[src/rtl/acpi_pwr_seq_pkg.sv]
package acpi_pwr_seq_pkg;
  // Strobes passed from the sequencing control to the output datapath.
  typedef struct packed {
    logic pwrOk;
    logic inS3;
    logic inS5;
  } seqStrobe_t;
endpackage

[src/rtl/acpi_pwr_seq_debounce.sv]
module acpi_pwr_seq_debounce #(
  parameter int DB_LEN = 16
) (
  input  logic clk,
  input  logic rstN,
  input  logic en,
  input  logic din,
  output logic dout
);
  localparam int CW = $clog2(DB_LEN);

  logic syncA, syncB, filt;
  logic [CW-1:0] runCnt;

  always_ff @(posedge clk or negedge rstN) begin
    if (!rstN) begin
      syncA  <= 1'b0;
      syncB  <= 1'b0;
      filt   <= 1'b0;
      runCnt <= '0;
    end else begin
      syncA <= din;
      syncB <= syncA;
      if (!en) begin
        filt   <= syncB;
        runCnt <= '0;
      end else if (syncB == filt) begin
        runCnt <= '0;
      end else if (runCnt == CW'(DB_LEN - 1)) begin
        filt   <= syncB;
        runCnt <= '0;
      end else begin
        runCnt <= runCnt + 1'b1;
      end
    end
  end

  assign dout = en ? filt : syncB;
endmodule

[src/rtl/acpi_pwr_seq_ctrl.sv]
module acpi_pwr_seq_ctrl
  import acpi_pwr_seq_pkg::*;
#(
  parameter int SEL_W     = 2,
  parameter int OFF_TICKS = 40
) (
  input  logic             clk,
  input  logic             rstN,
  input  logic             tick,
  input  logic             vddOk,
  input  logic             s3ReqN,
  input  logic             swS3,
  input  logic             slpS5N,
  input  logic [SEL_W-1:0] delaySel,
  input  logic             s3SrcSel,
  input  logic             psonDelayEn,
  output seqStrobe_t       strobe,
  output logic             psonN
);
  localparam int OFF_W = $clog2(OFF_TICKS + 1);

  logic             pwrOkQ, inS3Q, inS5Q, psonQ;
  logic [SEL_W-1:0] dlyCnt;
  logic [OFF_W-1:0] offCnt;
  logic             offDone, psonNext, s3Cond;

  assign offDone  = (offCnt == OFF_W'(OFF_TICKS));
  assign psonNext = !s3ReqN || (psonQ && psonDelayEn && !offDone);
  assign s3Cond   = s3SrcSel ? (!s3ReqN || swS3) : !vddOk;

  // Power-good delay: counts tick pulses while supply is good.
  always_ff @(posedge clk or negedge rstN) begin
    if (!rstN) begin
      pwrOkQ <= 1'b0;
      dlyCnt <= '0;
    end else if (!vddOk) begin
      pwrOkQ <= 1'b0;
      dlyCnt <= '0;
    end else if (!pwrOkQ && tick) begin
      if (dlyCnt == delaySel) pwrOkQ <= 1'b1;
      else                    dlyCnt <= dlyCnt + 1'b1;
    end
  end

  // Supply enable with saturating off-time counter.
  always_ff @(posedge clk or negedge rstN) begin
    if (!rstN) begin
      psonQ  <= 1'b1;
      offCnt <= OFF_W'(OFF_TICKS);
    end else begin
      psonQ <= psonNext;
      if (!psonQ)                 offCnt <= '0;
      else if (tick && !offDone)  offCnt <= offCnt + 1'b1;
    end
  end

  // Registered sleep states.
  always_ff @(posedge clk or negedge rstN) begin
    if (!rstN) begin
      inS3Q <= 1'b0;
      inS5Q <= 1'b0;
    end else begin
      inS3Q <= s3Cond;
      inS5Q <= !slpS5N;
    end
  end

  assign strobe.pwrOk = pwrOkQ;
  assign strobe.inS3  = inS3Q;
  assign strobe.inS5  = inS5Q;
  assign psonN        = psonQ;
endmodule

[src/rtl/acpi_pwr_seq_datapath.sv]
module acpi_pwr_seq_datapath
  import acpi_pwr_seq_pkg::*;
#(
  parameter int NUM_PCI  = 5,
  parameter int NUM_RAIL = 4,
  parameter int DB_LEN   = 16
) (
  input  logic                clk,
  input  logic                rstN,
  input  seqStrobe_t          strobe,
  input  logic                atxPgIn,
  input  logic                lpcRstNIn,
  input  logic                atxDbEn,
  input  logic                lpcDbEn,
  input  logic [NUM_PCI-1:0]  pciGate,
  input  logic [NUM_RAIL-1:0] railFloat,
  input  logic                s0GateFloat,
  input  logic                s3GateFloat,
  input  logic                wdtFromPwrokEn,
  output logic                wdtRstN,
  output logic                atxPgOut,
  output logic [NUM_PCI-1:0]  pciRstN,
  output logic [NUM_RAIL-1:0] railData,
  output logic [NUM_RAIL-1:0] railOe,
  output logic                s0GateData,
  output logic                s0GateOe,
  output logic                s3GateData,
  output logic                s3GateOe
);
  localparam int NUM_DB = 2;

  logic [NUM_DB-1:0] dbIn, dbEn, dbOut;
  logic              sleeping;

  assign dbIn = {lpcRstNIn, atxPgIn};
  assign dbEn = {lpcDbEn, atxDbEn};

  for (genvar g = 0; g < NUM_DB; g++) begin : gFilt
    acpi_pwr_seq_debounce #(.DB_LEN(DB_LEN)) u_db (
      .clk (clk),
      .rstN(rstN),
      .en  (dbEn[g]),
      .din (dbIn[g]),
      .dout(dbOut[g])
    );
  end

  assign atxPgOut = dbOut[0];
  assign pciRstN  = pciGate & {NUM_PCI{dbOut[1]}};

  assign sleeping = strobe.inS3 || strobe.inS5;

  for (genvar r = 0; r < NUM_RAIL; r++) begin : gRail
    assign railData[r] = !sleeping;
    assign railOe[r]   = !(sleeping && railFloat[r]);
  end

  assign s0GateData = !strobe.inS5;
  assign s0GateOe   = !(strobe.inS5 && s0GateFloat);
  assign s3GateData = !strobe.inS5;
  assign s3GateOe   = !(strobe.inS5 && s3GateFloat);

  assign wdtRstN = !(wdtFromPwrokEn && !strobe.pwrOk);
endmodule

[src/rtl/acpi_pwr_seq.sv]
module acpi_pwr_seq
  import acpi_pwr_seq_pkg::*;
#(
  parameter int SEL_W     = 2,
  parameter int OFF_TICKS = 40,
  parameter int DB_LEN    = 16,
  parameter int NUM_PCI   = 5,
  parameter int NUM_RAIL  = 4
) (
  input  logic                clk,
  input  logic                rstN,
  input  logic                tick,
  input  logic                vddOk,
  input  logic                s3ReqN,
  input  logic                swS3,
  input  logic                slpS5N,
  input  logic                atxPgIn,
  input  logic                lpcRstNIn,
  input  logic [SEL_W-1:0]    delaySel,
  input  logic                atxDbEn,
  input  logic                lpcDbEn,
  input  logic                s3SrcSel,
  input  logic                psonDelayEn,
  input  logic [NUM_PCI-1:0]  pciGate,
  input  logic [NUM_RAIL-1:0] railFloat,
  input  logic                s0GateFloat,
  input  logic                s3GateFloat,
  input  logic                wdtFromPwrokEn,
  output logic                pwrOk,
  output logic                wdtRstN,
  output logic                psonN,
  output logic                atxPgOut,
  output logic [NUM_PCI-1:0]  pciRstN,
  output logic [NUM_RAIL-1:0] railData,
  output logic [NUM_RAIL-1:0] railOe,
  output logic                s0GateData,
  output logic                s0GateOe,
  output logic                s3GateData,
  output logic                s3GateOe
);
  seqStrobe_t strobe;

  acpi_pwr_seq_ctrl #(.SEL_W(SEL_W), .OFF_TICKS(OFF_TICKS)) u_ctrl (
    .clk        (clk),
    .rstN       (rstN),
    .tick       (tick),
    .vddOk      (vddOk),
    .s3ReqN     (s3ReqN),
    .swS3       (swS3),
    .slpS5N     (slpS5N),
    .delaySel   (delaySel),
    .s3SrcSel   (s3SrcSel),
    .psonDelayEn(psonDelayEn),
    .strobe     (strobe),
    .psonN      (psonN)
  );

  acpi_pwr_seq_datapath #(.NUM_PCI(NUM_PCI), .NUM_RAIL(NUM_RAIL), .DB_LEN(DB_LEN)) u_dp (
    .clk           (clk),
    .rstN          (rstN),
    .strobe        (strobe),
    .atxPgIn       (atxPgIn),
    .lpcRstNIn     (lpcRstNIn),
    .atxDbEn       (atxDbEn),
    .lpcDbEn       (lpcDbEn),
    .pciGate       (pciGate),
    .railFloat     (railFloat),
    .s0GateFloat   (s0GateFloat),
    .s3GateFloat   (s3GateFloat),
    .wdtFromPwrokEn(wdtFromPwrokEn),
    .wdtRstN       (wdtRstN),
    .atxPgOut      (atxPgOut),
    .pciRstN       (pciRstN),
    .railData      (railData),
    .railOe        (railOe),
    .s0GateData    (s0GateData),
    .s0GateOe      (s0GateOe),
    .s3GateData    (s3GateData),
    .s3GateOe      (s3GateOe)
  );

  assign pwrOk = strobe.pwrOk;
endmodule

[config.mk]
export PLATFORM = sky130hd
export DESIGN_NAME = acpi_pwr_seq
export DESIGN_NICKNAME = d
export VERILOG_FILES = /design/src/rtl/acpi_pwr_seq_pkg.sv /design/src/rtl/acpi_pwr_seq_debounce.sv /design/src/rtl/acpi_pwr_seq_ctrl.sv /design/src/rtl/acpi_pwr_seq_datapath.sv /design/src/rtl/acpi_pwr_seq.sv
export SDC_FILE = /design/constraint.sdc
export NUM_CORES = 1
export LEC_CHECK = 0
export ABC_AREA = 1
export BUFFER_PORTS_ARGS = -buffer_cell sky130_fd_sc_hd__buf_2
export CAP_MARGIN = 20
export CORE_MARGIN = 2
export CORE_UTILIZATION = 52
export CTS_CLUSTER_SIZE = 28
export DETAILED_ROUTE_END_ITERATION = 10
export PLACE_DENSITY = 0.83
export SLEW_MARGIN = 20
export SYNTH_ARGS = -nofsm -noshare
export SYNTH_HDL_FRONTEND = slang
export SYNTH_SLANG_ARGS = --single-unit
[constraint.sdc]
create_clock -name clk -period 2.15 [get_ports clk]
set_clock_uncertainty 0.15 [all_clocks]
set_input_delay 0.645 -clock clk [delete_from_list [all_inputs] [get_ports clk]]
set_output_delay 0.645 -clock clk [all_outputs]
set_load 0.01 [all_outputs]
==> out/summary.md, run 1 <==
The logs give 0.65 ns for the reg2reg setup slack and 0 for the post-route DRC violation count. The first global-routing pass estimated 4.36 mm of wire. Once detailed placement completed, the half-perimeter wirelength came to 2.27 mm. The count of cells along the worst register-to-register path was 6.

TritonCTS built the clock tree. The first routing iteration left 34 violations. Headroom to the max-slew limit came out at 62.2%.

Setup repair after global routing left no endpoint under its margin. The tools report the initial antenna violation count as 0. The total global-route track usage came out at 21.1%. By area the synthesized netlist is led by sky130_fd_sc_hd__dfrtp_1 (44%), sky130_fd_sc_hd__nand2_1 (6.8%), sky130_fd_sc_hd__dfstp_2 (6.0%), sky130_fd_sc_hd__inv_1 (6.0%), sky130_fd_sc_hd__nand3_1 (5.7%).

Summed over all instances, the cell type with the most area after synthesis is sky130_fd_sc_hd__dfrtp_1. For this block, the routed nets add up to 2.77 mm of wire. The run gives 3 as the number of buffers added by the clock tree synthesis step. Across the run, the number of max-cap violations was 0. After clock tree synthesis, the setup repair step added 0 buffers.

The worst slack at placement was 0.0327 ns. The post-layout total power is 1070 µW. The synthesized design contains 0 enable-type register cells.

After synthesis, the share of flip-flops with an asynchronous set or reset is 100%. The total inserted antenna cells was 0. The detail route stage leaves a number of antenna-violating nets equal to 0. Launch instance of the worst register-to-register path: u_ctrl.offCnt[0]. The total overflow left after global routing is 0.

The area inside the core boundary was 2430 µm²; the period utilization was 93.9%. Minimum setup slack in the final design: 0.132 ns. Row generation in the floorplan step produced 18 rows. For this run, the share of the core covered by cells in the final layout is 65.5%.

The congestion estimate from routability-driven global placement came to 0.834. For this configuration, the core starts out at a cell density of 54.1%. For the max-slew violation count, the log shows 0. Counting instances in the post-synthesis netlist gives the leading cell types as sky130_fd_sc_hd__nand2_1 (24), sky130_fd_sc_hd__dfrtp_1 (23), sky130_fd_sc_hd__inv_1 (21). The tools report the post-synthesis instance area as 1320 µm².

STA classifies the critical path startpoint as a primary input. The worst register-to-register path ends at u_ctrl.offCnt[0]. The count of pins on the block boundary was 48; the count of input and output buffers was 47.

The number of warnings reported in the yosys synthesis log is 0, and the worst-margin pin slew is 0.567 ns. Synthesis-to-finish area growth: 21.1%. The via density per instance works out to 5.13. Counting the fill cells in the layout gives 200.

The clock root buffer was sky130_fd_sc_hd__clkbuf_4. In the final layout, the share of cells above drive strength 1 is 30.2%. The first detailed-routing pass ran for 4 iterations.

In this run the worst setup path terminates at pciRstN[0]. Number of H-tree branching levels: 1. Among all cell types in the netlist, the one instantiated most often is sky130_fd_sc_hd__nand2_1. Averaged over all synthesized cells, the footprint is 8.60 µm². For this run, the post-layout net count is 231. After synthesis the netlist holds a flip-flop and latch count of 26. Dividing total power by cell area gives a power density of 672 nW/µm².

The worst hold path belongs to the class in2async. In this run the vertical extent of the chip is 54.3 µm. For this block, the via count after detailed routing is 1174. At the worst endpoint, the arrival time is 1.22 ns. For the area of combinational cells with multiple inputs, the log shows 548 µm².

The die is 54.3 µm wide. The detail-routed net length per standard cell works out to 12.1 µm. The flow ran to the end, and the final reports show no timing, DRC or antenna violations. The via count of the first global-routing pass was 1055; the number of library cell types mapped by synthesis was 20.

In this run, placement finished with an instance count of 225. The share of the Yosys chip area taken by registers is 49.7%. The floorplan step defined a die boundary enclosing 2950 µm².

The critical path is of the in2out type. The largest net degree at the start of global routing was 27; the upper clock frequency limit was 0.496 GHz. The critical path starts at lpcDbEn. The top cell type by area accounts for 43.7% of the synthesized area. The sequential cell area came out at 654 µm².

The static leakage was 0.000851 µW. Synthesis produced a netlist whose cell count is 153. After the flow finishes, the layout carries non-filler instances totaling 229.

After clock tree synthesis, the clock-pin slew on the worst setup and hold paths is 0.13 ns. In the synthesized netlist the dominant register cell turns out to be sky130_fd_sc_hd__dfrtp_1. The buffer levels on the longest clock path is 2, and the total of endpoints with negative setup slack in the final report is 0.

STA puts the critical path data required time at 1.35 ns. The number of hold violations in the final report was 0. Clock latency on the worst-skew pair, taken at its later pin, is 0.32 ns. The worst setup path is captured at a primary output. The number of nets in the synthesized netlist is 184. In the final timing run, aggregate negative setup slack is 0 ns.

The maximum ir drop on the vdd rail is 0.000704 V, and the clock period minus final worst setup slack is 2.02 ns. The worst-path maximum fanout is 6. The clock sink count is 26.
per-stage QoR:
| step | hold slack [ns] | cell area (µm²) |
|---|---|---|
| CTS | 0.150 | 1590 |
| global route | 0.172 | 1590 |
| global placement | 0.184 | 1550 |
| floorplan | 0.181 | 1320 |
| detailed placement | 0.186 | 1550 |
| finish | 0.146 | 1590 |
final cells by class:
| class | count | area share [%] |
|---|---|---|
| clock buffer | 4 | 2.28 |
| inverter | 22 | 5.18 |
| multi-input combinational | 100 | 34.4 |
| sequential | 26 | 41.1 |
| tap | 30 | 2.35 |
| timing repair buffer | 47 | 14.8 |
worst max-delay path, cell delays in order:
cell                      delay [ns]
sky130_fd_sc_hd__buf_2          0.14
sky130_fd_sc_hd__o21ai_2        0.22
sky130_fd_sc_hd__nor2_1         0.08
sky130_fd_sc_hd__buf_2          0.14
timing repair:
item / CTS / global route
setup endpoints to repair: 0 / 5
resized for setup: 0 / 1
hold buffers: 0 / 0
layer usage:
metal | up-vias | part of all wire, % | global-route usage [%]
li1 | 577 | - | -
met1 | 552 | 38 | 23.8
met5 | - | 0 | 0
met3 | 2 | 7.3 | 5.74
met2 | 43 | 53 | 38.6
met4 | 0 | 0.94 | 6.25
flip-flops by register name, indices dropped and copies added, names as in the netlist:
signal                  cells
u_dp.gFilt.u_db.runCnt      8
u_ctrl.offCnt               6
u_ctrl.dlyCnt               2
u_dp.gFilt.u_db.filt        2
u_dp.gFilt.u_db.syncA       2
u_dp.gFilt.u_db.syncB       2
u_ctrl.inS3Q                1
u_ctrl.inS5Q                1
u_ctrl.psonN                1
u_ctrl.pwrOkQ               1
worst min path at each step:
stage / startpoint / end / slack (ns) / depth (start not counted)
detailed placement: u_dp.gFilt[1].u_db.syncA / u_dp.gFilt[1].u_db.syncB / 0.19 / 0
floorplan: u_dp.gFilt[0].u_db.syncA / u_dp.gFilt[0].u_db.syncB / 0.18 / 0
CTS: rstN / u_ctrl.pwrOkQ / 0.15 / 1
finish: rstN / u_dp.gFilt[1].u_db.filt / 0.15 / 1
global route: rstN / u_ctrl.pwrOkQ / 0.17 / 1
global placement: u_dp.gFilt[0].u_db.syncA / u_dp.gFilt[0].u_db.syncB / 0.18 / 0
cells in the final DEF (no fill, tap or decap), drive strengths merged:
master / instances
nand2: 25
buf: 47
xnor2: 4
dfrtp: 23
nor2: 21
ha: 4
a31oi: 2
clkbuf: 4
a21oi: 5
nand4: 3
nand3: 15
o21ai: 14
dfstp: 3
xor2: 6
inv: 22
o21bai: 1
logic make-up after synthesis:
kind of cell	Yosys count	synth area share, %
buffers and inverters	27	8.94
AND/OR/NAND/NOR	64	22.1
adder cells (fa/ha/maj)	4	3.80
flip-flops	26	49.7
AO/OA/AOI/OAI	22	8.74
XOR/XNOR	10	6.65
report_power, final:
part           internal (µW)  leakage, µW  switching [µW]  total [µW]
Clock                    104    0.0000210             140         243
Sequential               536     0.000326            48.8         584
Combinational            105     0.000504             139         244
Total                    744     0.000851             328        1070
No activity file was read; power rests on OpenSTA's default activity.
==> run 2: changes to the inputs <==
--- a/config.mk
+++ b/config.mk
@@ -12,7 +12,7 @@
 export CORE_UTILIZATION = 52
 export CTS_CLUSTER_SIZE = 28
 export DETAILED_ROUTE_END_ITERATION = 10
-export PLACE_DENSITY = 0.83
+export PLACE_DENSITY_LB_ADDON = 0.1
 export SLEW_MARGIN = 20
 export SYNTH_ARGS = -nofsm -noshare
 export SYNTH_HDL_FRONTEND = slang
==> out/summary.md, run 2 (synthesis gave the netlist of run 1 again) <==
The sequential group share of total power was 50.4% (was 54.5%). The register with the most flip-flops is u_dp.gFilt.u_db.runCnt (unchanged). For the hold-fix buffer count after cts, the log shows 0 (unchanged).

The tools report the total die area as 2950 µm² (unchanged). The clock insertion delay at the later pin of the skew report is 0.33 ns (was 0.32 ns), and the final weighted congestion in routability-driven placement is 0.792 (was 0.834). The fraction of layout instances using a drive strength above 1 is 30.2% (unchanged). The run gives 0.000437 V (was 0.000704 V) as the maximum ir drop on the vdd rail.

The run gives 0 (unchanged) as the total inserted antenna cells. The tools report the endpoint class of the critical path as a primary output (unchanged). The run gives 0 (unchanged) as the max-capacitance violation count.

Total via count in the routed design: 1138 (was 1174). For the detailed-route wire length, the log shows 2.64 mm (was 2.77 mm). The run gives 54.1% (unchanged) as the starting utilization of the core area. The type of the tightest min-delay check was in2async (unchanged). Area of placed instances: 1550 µm² (unchanged). For the number of nets with antenna violations after routing, the log shows 0 (unchanged). The worst-margin pin slew works out to 0.562 ns (was 0.567 ns).

Setup repair after global routing left no endpoint under its margin. The library cell contributing the largest single delay on the critical path is sky130_fd_sc_hd__dfrtp_1 (was sky130_fd_sc_hd__o21ai_2). For the post-CTS resize count, the log shows 0 (unchanged). Data arrival time of the critical path: 1.21 ns (was 1.22 ns). The count of input and output buffers was 47 (unchanged); the final HPWL from detailed placement was 2.11 mm (was 2.27 mm).

The run gives 220 (was 200) as the number of fillers in the final layout. The count of cells along the worst register-to-register path works out to 6 (unchanged). First-pass GRT wire length: 3.88 mm (was 4.36 mm). Leading registers by flop count: u_dp.gFilt.u_db.runCnt: 8 flops, u_ctrl.offCnt: 6 flops (unchanged).

Critical Path, Cell by Cell: o21ai_2, nor2_1, buf_2 (was buf_2, o21ai_2, nor2_1, buf_2). TritonCTS built the clock tree. The switching part of the total came out at 28.6% (was 30.6%). The clock transition at the register clock pins on the worst setup and hold paths after CTS was 0.14 ns (was 0.13 ns). The via density per instance is 4.97 (was 5.13), and the number of violations reported at the end of detailed-routing iteration 0 is 22 (was 34). The worst setup path category was reg2out (was in2out). Most frequent cells in the layout: sky130_fd_sc_hd__buf_2 (47), sky130_fd_sc_hd__nand2_1 (24), sky130_fd_sc_hd__dfrtp_1 (23), sky130_fd_sc_hd__inv_1 (21), sky130_fd_sc_hd__nor2_1 (18) (unchanged). The tools report the post-CTS setup buffer count as 0 (unchanged). The area inside the core boundary is 2430 µm² (unchanged). The power per standard cell area was 722 nW/µm² (was 672 nW/µm²); the sequential cell area was 654 µm² (unchanged). The tools report the reg-to-reg critical path endpoint as u_ctrl.offCnt[1] (was u_ctrl.offCnt[0]).

The run gives 988 (was 1055) as the via count of the first global-routing pass. The number of nets at the end of the flow is 231 (unchanged). The area of combinational cells with multiple inputs is 548 µm² (unchanged), and the worst stage delay on the critical path is 0.44 ns (was 0.22 ns). The remaining global-route overflow is 0 (unchanged), and the post-route cell area is 1610 µm² (was 1590 µm²). Reg2reg setup slack: 0.63 ns (was 0.65 ns).

The launch instance of the worst register-to-register path is u_ctrl.offCnt[0] (unchanged). The number of buffers added by the clock tree synthesis step was 3 (unchanged); the final setup TNS was 0 ns (unchanged). For the largest net degree at the start of global routing, the log shows 27 (unchanged).

The post-route DRC violation count is 0 (unchanged), and the detail-routed net length per standard cell is 11.5 µm (was 12.1 µm). The logs give 26 (unchanged) for the clock sink count and 0.146 ns (was 0.132 ns) for the minimum setup slack in the final design. The share of total power in the clock network was 28.9% (was 22.7%); the floorplan die height was 54.3 µm (unchanged). Most common library cell in the layout ignoring fill and taps: sky130_fd_sc_hd__buf_2 (unchanged).

The relative slew slack was 62.5% (was 62.2%); the clock period minus final worst setup slack was 2.00 ns (was 2.02 ns). The synthesis-to-finish area growth was 22.3% (was 21.1%). Number of iterations in the first detailed-routing pass: 4 (unchanged).

The period utilization was 93.2% (was 93.9%). Worst slack at placement: 0.0925 ns (was 0.0327 ns). The portion of total power attributed to combinational logic is 20.7% (was 22.8%).

The run finished with clean final reports. Flip-flop count of the largest register, all copies and words added: 8 (unchanged). The max-slew violation count is 0 (unchanged), and the total net switching power is 333 µW (was 328 µW). The upper clock frequency limit is 0.499 GHz (was 0.496 GHz).

Clock root buffer: sky130_fd_sc_hd__clkbuf_4 (unchanged). For the post-layout total power, the log shows 1160 µW (was 1070 µW). The logs give 0.000858 µW (was 0.000851 µW) for the static leakage and 0 (unchanged) for the initial antenna violation count.

The tools report the required time at the worst-slack endpoint as 1.35 ns (about the same). Buffer levels on the longest clock path: 2 (unchanged). The number of H-tree branching levels came out at 1 (unchanged).

The tools report the launching element type of the critical path as a flop (was a primary input). The total of endpoints with negative setup slack in the final report was 0 (unchanged); the die outline width was 54.3 µm (unchanged). The count of pins on the block boundary came out at 48 (unchanged).

The number of hold violations in the final report is 0 (unchanged). The worst-path maximum fanout works out to 5 (was 6). The placement row count was 18 (unchanged).

Total global-route track usage: 18.3% (was 21.1%). The internal power summed over all cells is 830 µW (was 744 µW).
run 2: changes by cell type in the layout (fill, tap and decap cells not counted), sizes merged:
cell / delta
bufinv: +1
clkbuf: -1
run 2: routing by layer:
metal	up-vias	track usage [%]	share of wire, %
met1	527	20.6	41
li1	577	-	-
met2	32	33.7	53
met4	0	7.50	0.95
met5	-	0	0
met3	2	3.28	5.1
run 2: final cells by class:
class | count | area share, %
Sequential cell | 26 | 40.6
Multi-Input combinational cell | 100 | 34.0
Timing Repair Buffer | 47 | 14.6
Inverter | 22 | 5.13
Tap cell | 30 | 2.33
Clock inverter | 1 | 1.86
Clock buffer | 3 | 1.40
run 2: worst max path at each step:
stage,depth (start not counted),slack (ns),end,from
floorplan,2,0.37,pciRstN[0],lpcDbEn
global placement,4,0.12,pciRstN[0],lpcDbEn
detailed placement,4,0.09,pciRstN[1],lpcDbEn
CTS,3,0.06,pciRstN[1],u_dp.gFilt[1].u_db.syncB
global route,2,0.06,railData[1],u_ctrl.inS5Q
finish,3,0.15,pciRstN[1],u_dp.gFilt[1].u_db.syncB
run 2: power groups by stage:
stage	Combinational [µW]	Clock [µW]	Sequential, µW
final	240	336	586
after global routing	269	363	594
after CTS	244	349	586
after detailed placement	243	0	596
after global placement	231	0	590
after floorplan	157	0	584
run 2: per-stage QoR:
step | utilization [%] | cells | hold slack (ns)
floorplan | - | 153 | 0.181
detailed placement | 63.9 | 225 | 0.200
finish | 66.2 | 229 | 0.132
global placement | 63.9 | 225 | 0.183
CTS | 66.0 | 229 | 0.132
global route | 66.2 | 229 | 0.159
run 2: critical path, delay by kind of cell, from the launching register on:
kind	cells	cell delay, ns
AO/OA/AOI/OAI	1	0.23
buffers and inverters	1	0.14
AND/OR/NAND/NOR	1	0.06
flip-flops	1	0.44
==> run 3: changes to the inputs <==
--- a/config.mk
+++ b/config.mk
@@ -9,7 +9,7 @@
 export BUFFER_PORTS_ARGS = -buffer_cell sky130_fd_sc_hd__buf_2
 export CAP_MARGIN = 20
 export CORE_MARGIN = 2
-export CORE_UTILIZATION = 52
+export CORE_UTILIZATION = 48
 export CTS_CLUSTER_SIZE = 28
 export DETAILED_ROUTE_END_ITERATION = 10
 export PLACE_DENSITY_LB_ADDON = 0.1
==> constraint.sdc (replaced) <==
create_clock -name clk -period 1.9 [get_ports clk]
set_clock_uncertainty 0.15 [all_clocks]
set_input_delay 0.57 -clock clk [delete_from_list [all_inputs] [get_ports clk]]
set_output_delay 0.57 -clock clk [all_outputs]
set_load 0.01 [all_outputs]
==> out/summary.md, run 3 (synthesis gave the netlist of run 1 again) <==
The flow ran to the end, and the final reports show no timing, DRC or antenna violations. The tools report the minimum hold slack as 0.0755 ns (was 0.132 ns). The largest net degree at the start of global routing is 27 (unchanged). For the number of violations reported at the end of detailed-routing iteration 0, the log shows 41 (was 22). The most used routing layer is met2 (unchanged). The number of H-tree branching levels is 1 (unchanged), and the initial antenna violation count is 0 (unchanged). The count of input and output buffers works out to 47 (unchanged).

The buffer levels on the longest clock path is 2 (unchanged), and the count of pins on the block boundary is 48 (unchanged). Flip-flop count of the largest register, all copies and words added: 8 (unchanged). The run gives 0 (unchanged) as the max-slew violation count. The number of nets at the end of the flow came out at 234 (was 231). Detail-routed net length per standard cell: 10.8 µm (was 11.5 µm). The tools report the area inside the core boundary as 2540 µm² (was 2430 µm²). The max-capacitance violation count is 0 (unchanged), and the number of fillers in the final layout is 215 (was 220). The placement row count was 18 (unchanged); the final HPWL from detailed placement was 1.95 mm (was 2.11 mm). The area of combinational cells with multiple inputs came out at 564 µm² (was 548 µm²). For the clock insertion delay at the later pin of the skew report, the log shows 0.31 ns (was 0.33 ns). The post-route DRC violation count came out at 0 (unchanged).

TritonCTS built the clock tree. The worst-margin pin slew came out at 0.568 ns (was 0.562 ns). Setup repair after global routing could not meet its margin everywhere. The floorplan die height was 56.4 µm (was 54.3 µm); the via density per instance was 4.95 (was 4.97). The global-route track usage on met1 was 19.6% (was 20.6%); the clock period minus final worst setup slack was 1.85 ns. The logs give 0 (unchanged) for the number of nets with antenna violations after routing and 1.13 ns (was 1.21 ns) for the data arrival time of the critical path.

Number of iterations in the first detailed-routing pass: 4 (unchanged). The register with the most flip-flops was u_dp.gFilt.u_db.runCnt (unchanged). The number of hold violations in the final report was 0 (unchanged). For the total die area, the log shows 3180 µm² (was 2950 µm²).

The fraction of layout instances using a drive strength above 1 came out at 33.7% (was 30.2%). The worst-path maximum fanout came out at 5 (unchanged). The required time at the worst-slack endpoint is 1.18 ns (was 1.35 ns). Endpoint class of the critical path: a primary output (unchanged). The worst slack at placement was 0.00592 ns (was 0.0925 ns); the via count of the first global-routing pass was 1065 (was 988). The static leakage was 0.000865 µW (was 0.000858 µW); the final setup TNS was 0 ns (unchanged). The clock root buffer is sky130_fd_sc_hd__clkbuf_4 (unchanged). For the remaining global-route overflow, the log shows 0 (unchanged).

The most common library cell in the layout ignoring fill and taps is sky130_fd_sc_hd__buf_2 (unchanged). The total inserted antenna cells came out at 0 (unchanged). The clock sink count came out at 26 (unchanged). The relative slew slack was 62.1% (was 62.5%). The total via count in the routed design was 1148 (was 1138).

Derived from the worst setup path, the maximum achievable clock frequency is 0.540 GHz. The worst path uses 97.5% of the clock period. Leading registers by flop count: u_dp.gFilt.u_db.runCnt: 8 flops, u_ctrl.offCnt: 6 flops (unchanged).

Most frequent cells in the layout: sky130_fd_sc_hd__buf_2 (47), sky130_fd_sc_hd__nand2_1 (23), sky130_fd_sc_hd__dfrtp_1 (22), sky130_fd_sc_hd__inv_1 (20), sky130_fd_sc_hd__nor2_1 (17) (was sky130_fd_sc_hd__buf_2 (47), sky130_fd_sc_hd__nand2_1 (24), sky130_fd_sc_hd__dfrtp_1 (23), sky130_fd_sc_hd__inv_1 (21), sky130_fd_sc_hd__nor2_1 (18)). Minimum setup slack in the final design: 0.0478 ns (was 0.146 ns). The clock transition at the register clock pins on the worst setup and hold paths after CTS came out at 0.14 ns (about the same). The type of the tightest min-delay check was in2async (unchanged). Total of endpoints with negative setup slack in the final report: 0 (unchanged).

For the sequential cell area, the log shows 656 µm² (was 654 µm²). Launching element type of the critical path: a flop (unchanged). The met2 track demand over resource came out at 30.6% (was 33.7%). The tools report the total global-route track usage as 16.7% (was 18.3%).

The run gives 2.51 mm (was 2.64 mm) as the detailed-route wire length. The fraction of met3 tracks used by global routing was 2.53% (was 3.28%). The power per standard cell area was 744 nW/µm² (was 722 nW/µm²); the synthesis-to-finish area growth was 24.1% (was 22.3%).

The logs give 51.7% (was 54.1%) for the starting utilization of the core area and 0.000553 V (was 0.000437 V) for the maximum ir drop on the vdd rail. The worst setup path category was reg2out (unchanged). The die outline width was 56.4 µm (was 54.3 µm).

The run gives 1220 µW (was 1160 µW) as the post-layout total power. The number of buffers added by the clock tree synthesis step was 3 (unchanged); the first-pass GRT wire length was 4.25 mm (was 3.88 mm). The final weighted congestion in routability-driven placement is 0.802 (was 0.792).
[run 3: repair_timing]
action	in CTS	in global routing
hold buffers	0	0
gates resized for setup	1	6
setup endpoints to repair	5	11
pin swaps	1	0
buffers inserted	0	2
[run 3: final cells by class]
type / instances / area share (%)
clock buffers: 4 / 2.22
well taps: 30 / 2.30
multi-input cells: 100 / 34.5
inverters: 22 / 5.05
flip-flops and latches: 26 / 40.1
repair buffers: 50 / 15.8
[run 3: critical path, stage by stage (launching register included)]
cell and delay, ns:
sky130_fd_sc_hd__dfrtp_1 0.45, sky130_fd_sc_hd__o21ai_4 0.18, sky130_fd_sc_hd__nor2_1 0.06, sky130_fd_sc_hd__buf_2 0.14
[run 3: power by group]
| group | internal (µW) | switching (µW) |
|---|---|---|
| Clock | 117 | 155 |
| Combinational | 126 | 158 |
| Sequential | 606 | 54.3 |
| Total | 849 | 367 |
[run 3: worst paths after layout]
kind | slack [ns] | to | depth (start not counted) | startpoint
min in group clk | 0.20 | u_dp.gFilt[0].u_db.syncA | 1 | atxPgIn
max in group asynchronous | 1.11 | u_ctrl.inS5Q | 1 | rstN
worst max register to register | 0.44 | u_ctrl.offCnt[1] | 6 | u_ctrl.offCnt[0]
worst max-delay path | 0.05 | pciRstN[3] | 3 | u_dp.gFilt[1].u_db.syncB
worst min-delay path | 0.08 | u_ctrl.offCnt[1] | 1 | rstN
worst min register to register | 0.21 | u_dp.gFilt[0].u_db.syncB | 0 | u_dp.gFilt[0].u_db.syncA
[run 3: routing by layer]
layer	up-vias	share of wire (%)
li1	584	-
met1	524	44
met2	38	49
met3	2	6.1
met4	0	0.40
met5	-	0
[run 3: stage by stage]
| stage | std cells | utilization, % | area (µm²) |
|---|---|---|---|
| after floorplan | 153 | - | 1320 |
| after global placement | 226 | 61.4 | 1560 |
| after detailed placement | 226 | 61.4 | 1560 |
| after CTS | 230 | 62.9 | 1600 |
| after global routing | 232 | 64.2 | 1630 |
| final | 232 | 64.2 | 1630 |
